[src/rtl/splice_pkg.sv]
package splice_pkg;
  typedef enum logic [1:0] {
    S_IDLE = 2'd0,
    S_SCAN = 2'd1,
    S_FIN  = 2'd2
  } splice_state_t;
endpackage

[src/rtl/splice_used_map.sv]
module splice_used_map #(
  parameter int N = 8,
  localparam int IW = $clog2(N),
  localparam int KW = $clog2(N + 1)
) (
  input  logic [N*IW-1:0] prefix_src,
  input  logic [KW-1:0]   cut,
  output logic [N-1:0]    used
);
  for (genvar c = 0; c < N; c++) begin : g_city
    logic hit;
    always_comb begin
      hit = 1'b0;
      for (int i = 0; i < N; i++) begin
        if ((KW'(i) < cut) && (prefix_src[i*IW +: IW] == IW'(c))) hit = 1'b1;
      end
    end
    assign used[c] = hit;
  end
endmodule

[src/rtl/splice_seq.sv]
module splice_seq
  import splice_pkg::*;
#(
  parameter int N = 8,
  localparam int IW = $clog2(N)
) (
  input  logic          clk,
  input  logic          rst_n,
  input  logic          accept,
  output logic          scan_en,
  output logic [IW-1:0] rd_idx,
  output logic          idle,
  output logic          fin
);
  splice_state_t state_q;

  always_ff @(posedge clk or negedge rst_n) begin
    if (!rst_n) begin
      state_q <= S_IDLE;
      rd_idx  <= '0;
    end else begin
      case (state_q)
        S_IDLE: if (accept) begin
          state_q <= S_SCAN;
          rd_idx  <= '0;
        end
        S_SCAN: begin
          if (rd_idx == IW'(N - 1)) state_q <= S_FIN;
          else rd_idx <= rd_idx + 1'b1;
        end
        default: state_q <= S_IDLE;
      endcase
    end
  end

  assign scan_en = (state_q == S_SCAN);
  assign idle    = (state_q == S_IDLE);
  assign fin     = (state_q == S_FIN);


  scan_end_chk: assert property (@(posedge clk) disable iff (!rst_n)
    (scan_en && rd_idx == IW'(N - 1)) |=> fin);


  no_reaccept_chk: assert property (@(posedge clk) disable iff (!rst_n)
    accept |=> !idle);
endmodule

[src/rtl/perm_splice.sv]
module perm_splice
  import splice_pkg::*;
#(
  parameter int N = 8,
  localparam int IW = $clog2(N),
  localparam int KW = $clog2(N + 1)
) (
  input  logic          clk,
  input  logic          rst_n,
  input  logic          in_valid,
  output logic          in_ready,
  input  logic [N*IW-1:0] parent_a,
  input  logic [N*IW-1:0] parent_b,
  input  logic [KW-1:0] cut,
  output logic [N*IW-1:0] child,
  output logic          done
);
  logic              accept;
  logic [KW-1:0]     cut_eff;
  logic [N-1:0]      used_init;
  logic [N-1:0]      used_q;
  logic [N*IW-1:0]   pb_q;
  logic [KW-1:0]     wr_q;
  logic [IW-1:0]     child_q [N];
  logic              scan_en, idle, fin;
  logic [IW-1:0]     rd_idx;
  logic [IW-1:0]     scan_city;
  logic              take;

  assign accept  = in_valid && in_ready;
  assign cut_eff = (cut > KW'(N)) ? KW'(N) : cut;

  splice_used_map #(.N(N)) u_map (
    .prefix_src (parent_a),
    .cut        (cut_eff),
    .used       (used_init)
  );

  splice_seq #(.N(N)) u_seq (
    .clk     (clk),
    .rst_n   (rst_n),
    .accept  (accept),
    .scan_en (scan_en),
    .rd_idx  (rd_idx),
    .idle    (idle),
    .fin     (fin)
  );

  assign scan_city = pb_q[rd_idx*IW +: IW];
  assign take      = scan_en && !used_q[scan_city];

  always_ff @(posedge clk or negedge rst_n) begin
    if (!rst_n) begin
      used_q <= '0;
      pb_q   <= '0;
      wr_q   <= '0;
      for (int i = 0; i < N; i++) child_q[i] <= '0;
    end else if (accept) begin
      used_q <= used_init;
      pb_q   <= parent_b;
      wr_q   <= cut_eff;
      for (int i = 0; i < N; i++)
        child_q[i] <= (KW'(i) < cut_eff) ? parent_a[i*IW +: IW] : '0;
    end else if (take) begin
      used_q[scan_city] <= 1'b1;
      wr_q              <= wr_q + 1'b1;
      for (int i = 0; i < N; i++)
        if (KW'(i) == wr_q) child_q[i] <= scan_city;
    end
  end

  always_comb begin
    for (int i = 0; i < N; i++) child[i*IW +: IW] = child_q[i];
  end

  assign in_ready = idle;
  assign done     = fin;


  all_cities_chk: assert property (@(posedge clk) disable iff (!rst_n)
    done |-> ($countones(used_q) == N));


  tail_filled_chk: assert property (@(posedge clk) disable iff (!rst_n)
    done |-> (wr_q == KW'(N)));


  done_pulse_chk: assert property (@(posedge clk) disable iff (!rst_n)
    done |=> (!done && in_ready));


  hold_child_chk: assert property (@(posedge clk) disable iff (!rst_n)
    (!accept && !scan_en) |=> $stable(child));
endmodule

[config.mk]
export PLATFORM = sky130hd
export DESIGN_NAME = perm_splice
export DESIGN_NICKNAME = d
export VERILOG_FILES = /design/src/rtl/splice_pkg.sv /design/src/rtl/splice_used_map.sv /design/src/rtl/splice_seq.sv /design/src/rtl/perm_splice.sv
export SDC_FILE = /design/constraint.sdc
export NUM_CORES = 1
export LEC_CHECK = 0
export CORE_ASPECT_RATIO = 0.8
export CORE_UTILIZATION = 50
export CTS_BUF_LIST = sky130_fd_sc_hd__clkbuf_8
export DETAILED_ROUTE_END_ITERATION = 7
export PLACE_DENSITY = 0.82
export SLEW_MARGIN = 20
export SYNTH_ARGS = -nofsm -noshare
export SYNTH_HDL_FRONTEND = slang
export SYNTH_SLANG_ARGS = --single-unit
[constraint.sdc]
create_clock -name clk -period 4.35 [get_ports clk]
set_input_delay 0.87 -clock clk [delete_from_list [all_inputs] [get_ports clk]]
set_output_delay 0.87 -clock clk [all_outputs]
set_load 0.005 [all_outputs]
==> results of run 1 <==
cells by family (layout without fill, tap and decap cells):
group	after synthesis	count (layout)	synth area share (%)
xor gates and xnor gates	2	2	0.447
buffers and inverters	32	111	3.80
AOI/OAI and AO/OA	93	93	18.6
muxes	19	19	6.77
DFF	65	65	41.5
adders and majority gates	6	6	1.92
and+or+nand+nor	237	237	26.9
per-layer routing:
layer	vias up	routed length, um	GRT usage, %
met4	0	189	7.68
met2	187	5120	45.0
met1	1796	5170	42.0
met5	-	0	0
li1	1784	-	-
met3	24	1150	9.98
flip-flops by register name, summed over array words and instances (netlist names):
name / count
u_seq.rd_idx: 3
child: 24
wr_q: 4
u_seq.state_q: 2
pb_q: 24
used_q: 8
cell usage in the layout, fill, tap and decap left out, types with 9 or more instances in the layout:
master           synthesis  layout
nor2_1                  45      45
inv_1                   10      11
a221o_1                 12      12
a31oi_1                 12      12
o21ai_0                 11      11
clkdlybuf4s50_1          0      79
nor3b_1                  9       9
dfrtp_1                 65      65
mux2i_1                  9       9
nor3_1                  19      19
nand2_1                123     122
clkbuf_8                 0      11
synth_stat cells (3+ instances only):
master	number	area, um^2
o31a_1	4	35.0
nor3_1	19	95.1
a21oi_1	5	25.0
inv_1	10	37.5
o22a_1	4	35.0
a2111oi_0	4	35.0
nor4_1	6	37.5
nand3_1	7	35.0
buf_6	3	33.8
mux2i_1	9	90.1
ha_1	6	75.1
mux4_2	5	113
o21ai_0	11	55.1
a211oi_1	5	37.5
dfrtp_1	65	1630
a31oi_1	12	75.1
nand3b_1	4	30.0
a21oi_2	5	43.8
nor3b_1	9	67.6
nand2b_1	8	50.1
mux2_2	3	33.8
nor4b_1	3	26.3
nor2b_1	5	31.3
a221o_1	12	120
o22ai_1	5	31.3
nor2_1	45	169
clkbuf_1	13	48.8
nand2_1	123	462
buf_1	3	11.3
o221ai_1	7	61.3
critical path: stages (launching register included):
cell and delay (ns):
dfrtp_1 0.64, mux2i_1 0.19, mux4_2 0.62, mux2_4 0.35
o22a_4 0.34, a21oi_1 0.38, nor2_1 0.10, a221o_1 0.26
through the flow:
step                      total power [mW]  cells  worst slack (ns)  utilization (%)
after detailed placement              2.67    623              1.09             63.8
after CTS                             3.19    638              1.35             66.4
after global routing                  3.42    638              1.16             66.4
final                                 3.21    638              1.34             66.4
after floorplan                       2.13    454              1.80                -
after global placement                2.61    623              1.20             63.8
report_power, final:
group          internal (mW)  switching [mW]
sequential             0.876           0.205
clock                  0.289           0.233
combinational          0.733           0.873
total                   1.90            1.31
cell type report:
type                    count  share of cell area [%]
repair buffers             86                    16.9
flip-flops and latches     65                    32.7
inverters                  10                   0.754
clock inverters             4                   0.880
well taps                 105                    2.64
multi-input cells         357                    43.1
clock buffers              11                    3.04
path summary, 6_finish.rpt:
kind | slack (ns) | start | end | depth (start not counted)
worst max-delay path | 1.34 | u_seq.rd_idx[1]$_DFFE_PN0P_ | child[9]$_DFFE_PN0P_ | 7
worst min-delay path | 0.47 | pb_q[9]$_DFFE_PN0P_ | pb_q[9]$_DFFE_PN0P_ | 2
worst max register to register | 1.34 | u_seq.rd_idx[1]$_DFFE_PN0P_ | child[9]$_DFFE_PN0P_ | 7
worst min register to register | 0.47 | pb_q[9]$_DFFE_PN0P_ | pb_q[9]$_DFFE_PN0P_ | 2
max in group asynchronous | 2.90 | rst_n | used_q[4]$_DFFE_PN0P_ | 2
min in group asynchronous | 0.57 | rst_n | pb_q[21]$_DFFE_PN0P_ | 1
==> flow_metrics.env, run 1 <==
export IMPL_status="completed"
export IMPL_stdcell_area_um2=4980
export IMPL_ys_flop_type="dfrtp_1"
export IMPL_clockBufferDepth=2
export IMPL_viasPerCell=5.94
export IMPL_synth_nets=515
export IMPL_clk_pin_slew_ns=0.07
export IMPL_dieArea_um2=8200
export IMPL_async_flop_share_pct=100
export IMPL_post_dp_cell_area_um2=4780
export IMPL_start_util_pct=52.3
export IMPL_gp_congestion=0.933
export IMPL_cp_max_fo=15
export IMPL_yosysSeqAreaShare_pct=41.5
export IMPL_first_iter_violations=371
export IMPL_post_cts_setup_buffers=0
export IMPL_drv_cap=0
export IMPL_maxSlewViolCount=0
export IMPL_yosys_register_bits=65
export IMPL_grt_max_degree=41
export IMPL_port_buffers=80
export IMPL_cp_required_ns=4.59
export IMPL_fmax_ghz=0.332
export IMPL_min_period_over_period_pct=69.2
export IMPL_vias=3791
export IMPL_peakVddDrop_v=0.000394
export IMPL_fin_nets=590
export IMPL_std_cell_rows=28
export IMPL_cts_buffers=9
export IMPL_cts_resized=0
export IMPL_syn_avg_cell_area_um2=8.63
export IMPL_tightestPinTransition_ns=0.850
export IMPL_multi_input_area_um2=2150
export IMPL_synth_edf_count=0
export IMPL_drive_gt1_share_pct=8.26
export IMPL_grt_setup_unrepaired="false"
export IMPL_diodes=0
export IMPL_fp_coreArea_um2=7500
export IMPL_grt_overflow=0
export IMPL_antenna_found_initial=0
export IMPL_cts_max_level=3
export IMPL_fin_crit_ns=3.01
export IMPL_root_buffer="clkbuf_8"
export IMPL_fillers=634
export IMPL_setup_viol=0
export IMPL_cellLeakagePower_nw=2.10
export IMPL_wl_per_cell_um=18.2
export IMPL_synthCells=454
export IMPL_ys_types=56
export IMPL_ys_warnings_count=0
export IMPL_fin_hold_ws_ns=0.472
export IMPL_syn_to_final_growth_pct=27.0
export IMPL_dieHeight_um=81.2
export IMPL_netlist_area_um2=3920
export IMPL_drc_errors=0
export IMPL_grt_pass1_wl_mm=18.2
export IMPL_p_per_area_nw_per_um2=645
export IMPL_grt_pass1_vias=3468
export IMPL_ant_nets=0
export IMPL_io_pins=81
export IMPL_crit_type="flop to flop"
export IMPL_endpoint_kind="flop"
export IMPL_skew_ns=0.00975
export IMPL_cp_start_kind="flop"
export IMPL_postCtsHoldBufs=0
export IMPL_arrival_ns=3.25
export IMPL_relSlewSlack_pct=43.1
export IMPL_gr_usage_all_layers_pct=30.1
export IMPL_worstHoldPathType="flop to flop"
export IMPL_drt_total_wl_mm=11.6
export IMPL_fp_dieW_um=101
export IMPL_cts_tree="done"
export IMPL_cts_sinks=65
export IMPL_tns_ns=0
export IMPL_regArea_um2=1630
export IMPL_worstSkewPairLatency_ns=0.36
export IMPL_first_pass_iters=5
export IMPL_hpwl_mm=8.83
export IMPL_hold_violations=0
Note: power is estimated with default switching activity, not from simulation.
==> inputs of run 2 (changes only) <==
Clock period 4.35 ns to 2.8 ns, I/O delays scaled along.
==> run 2 against run 1 <==
  * Register-to-register slack worse by 1.3 ns
  * Fmax rose by 11%
  * First-iteration DRC count grew 32%
  * Clock-buffer cell count down 1
  * Combinational power rose by 70%
  * Final cell count is 4.7% higher
  * Worst setup slack got worse by 1.3 ns
  * Global-route usage grew 1.9 points
  * Worst hold slack lost 0.37 ns
  * Final area grew 4.6%
  * Critical endpoint unchanged
  * Largest cell class unchanged
  * Highest routed layer unchanged
==> flow_metrics.env, run 2 (same netlist as run 1, synthesis figures left out) <==
export IMPL_port_buffers=80
export IMPL_drive_gt1_share_pct=13.9
export IMPL_drc_errors=0
export IMPL_io_pins=81
export IMPL_ant_nets=0
export IMPL_skew_ns=0.00866
export IMPL_fin_crit_ns=2.72
export IMPL_endpoint_kind="flop"
export IMPL_crit_chain="mux2i_1 -> mux4_2 -> mux2_4 -> o22a_4 -> a21oi_1 -> nor2_1 -> a221o_1"
export IMPL_cp_max_fo=15
export IMPL_min_period_over_period_pct=97.0
export IMPL_cts_max_level=3
export IMPL_fp_coreArea_um2=7500
export IMPL_setup_viol=0
export IMPL_root_buffer="clkbuf_8"
export IMPL_first_iter_violations=490
export IMPL_vias=4013
export IMPL_drt_total_wl_mm=12.4
export IMPL_peakVddDrop_v=0.000676
export IMPL_gr_usage_all_layers_pct=32.0
export IMPL_grt_setup_unrepaired="false"
export IMPL_path_buf_inv=0
export IMPL_crit_type="flop to flop"
export IMPL_hpwl_mm=9.57
export IMPL_final_common_cell="nand2_1"
export IMPL_relSlewSlack_pct=40.6
export IMPL_grt_pass1_wl_mm=19.6
export IMPL_tightestPinTransition_ns=0.888
export IMPL_gp_congestion=0.929
export IMPL_cp_required_ns=3.04
export IMPL_start_util_pct=52.3
export IMPL_worstHoldPathType="primary input to async pin"
export IMPL_dieHeight_um=81.2
export IMPL_cellLeakagePower_nw=2.24
export IMPL_fp_dieW_um=101
export IMPL_cts_tree="done"
export IMPL_p_total_mw=5.21
export IMPL_layout_common_cells="nand2_1 (122), clkdlybuf4s50_1 (79), dfrtp_1 (63)"
export IMPL_viasPerCell=6.01
export IMPL_arrival_ns=2.95
export IMPL_p_per_area_nw_per_um2=1000
export IMPL_wl_per_cell_um=18.6
export IMPL_fmax_ghz=0.368
export IMPL_grt_pass1_vias=3720
export IMPL_slowest_delay_ns=0.55
export IMPL_worstSkewPairLatency_ns=0.36
export IMPL_antenna_found_initial=0
export IMPL_postCtsHoldBufs=0
export IMPL_maxSlewViolCount=0
export IMPL_diodes=0
export IMPL_cp_start_kind="flop"
export IMPL_stdcell_area_um2=5210
export IMPL_syn_to_final_growth_pct=32.9
export IMPL_dieArea_um2=8200
export IMPL_status="completed"
export IMPL_clockBufferDepth=2
export IMPL_cts_sinks=65
export IMPL_hold_violations=0
export IMPL_crit_slowest_cell="mux4_2"
export IMPL_drv_cap=0
export IMPL_critPathTopFamily="multiplexers"
export IMPL_post_dp_cell_area_um2=5010
export IMPL_first_pass_iters=5
export IMPL_grt_max_degree=29
export IMPL_fin_nets=619
export IMPL_post_cts_setup_buffers=0
export IMPL_grt_overflow=0
export IMPL_clk_pin_slew_ns=0.08
export IMPL_cts_buffers=9
export IMPL_std_cell_rows=28
## run 2: final timing paths
check | startpoint | cells past startpoint | to | slack, ns
max in group asynchronous | rst_n | 2 | u_seq.rd_idx[0]$_DFFE_PN0P_ | 2.01
setup / recovery | u_seq.rd_idx[1]$_DFFE_PN0P_ | 7 | child[9]$_DFFE_PN0P_ | 0.08
hold / removal | rst_n | 1 | pb_q[23]$_DFFE_PN0P_ | 0.11
hold reg to reg | pb_q[13]$_DFFE_PN0P_ | 2 | pb_q[13]$_DFFE_PN0P_ | 0.49
setup reg to reg | u_seq.rd_idx[1]$_DFFE_PN0P_ | 7 | child[9]$_DFFE_PN0P_ | 0.08
min in group clk | pb_q[13]$_DFFE_PN0P_ | 2 | pb_q[13]$_DFFE_PN0P_ | 0.49
## run 2: layout make-up
| type | count | area (um^2) |
|---|---|---|
| clock buffer | 10 | 138 |
| clock inverter | 6 | 50.0 |
| fill | 623 | 2290 |
| inverter | 10 | 37.5 |
| multi-input combinational | 357 | 2150 |
| sequential | 65 | 1630 |
| tap | 105 | 131 |
| timing repair buffer | 115 | 1070 |
## run 2: worst register-to-register path, cell delays in order (launching register included)
cell	delay, ns
dfrtp_2	0.49
mux2i_1	0.15
mux4_2	0.55
mux2_4	0.34
o22a_4	0.34
a21oi_1	0.36
nor2_1	0.10
a221o_1	0.27
## run 2: power by group
group | switching (mW) | total [mW] | internal, mW
Combinational | 1.43 | 2.74 | 1.31
Sequential | 0.337 | 1.70 | 1.36
Clock | 0.411 | 0.768 | 0.357
Total | 2.18 | 5.21 | 3.03
## run 2: what timing repair did
item	CTS	global route
gates resized for setup	1	2
pin swaps	0	0
cloned	0	0
setup endpoints to repair	2	7
## run 2: stage by stage
step           hold slack, ns  setup slack (ns)  utilization, %  setup TNS [ns]  std cells
3_3_place_gp            0.464           -0.0238            66.9         -0.0238        652
3_5_place_dp            0.468           -0.0358            66.9         -0.0588        652
4_1_cts                 0.110            0.0614            69.4               0        668
2_1_floorplan           0.264             0.247               -               0        454
5_1_grt                 0.117            0.0491            69.4               0        668
6_report                0.106            0.0833            69.4               0        668
## run 2: routing by layer
metal  track usage [%]  share of wire, %
met1              48.0                46
met2              45.8                42
met3              8.43                10
met4              7.54               1.2
met5                 0                 0
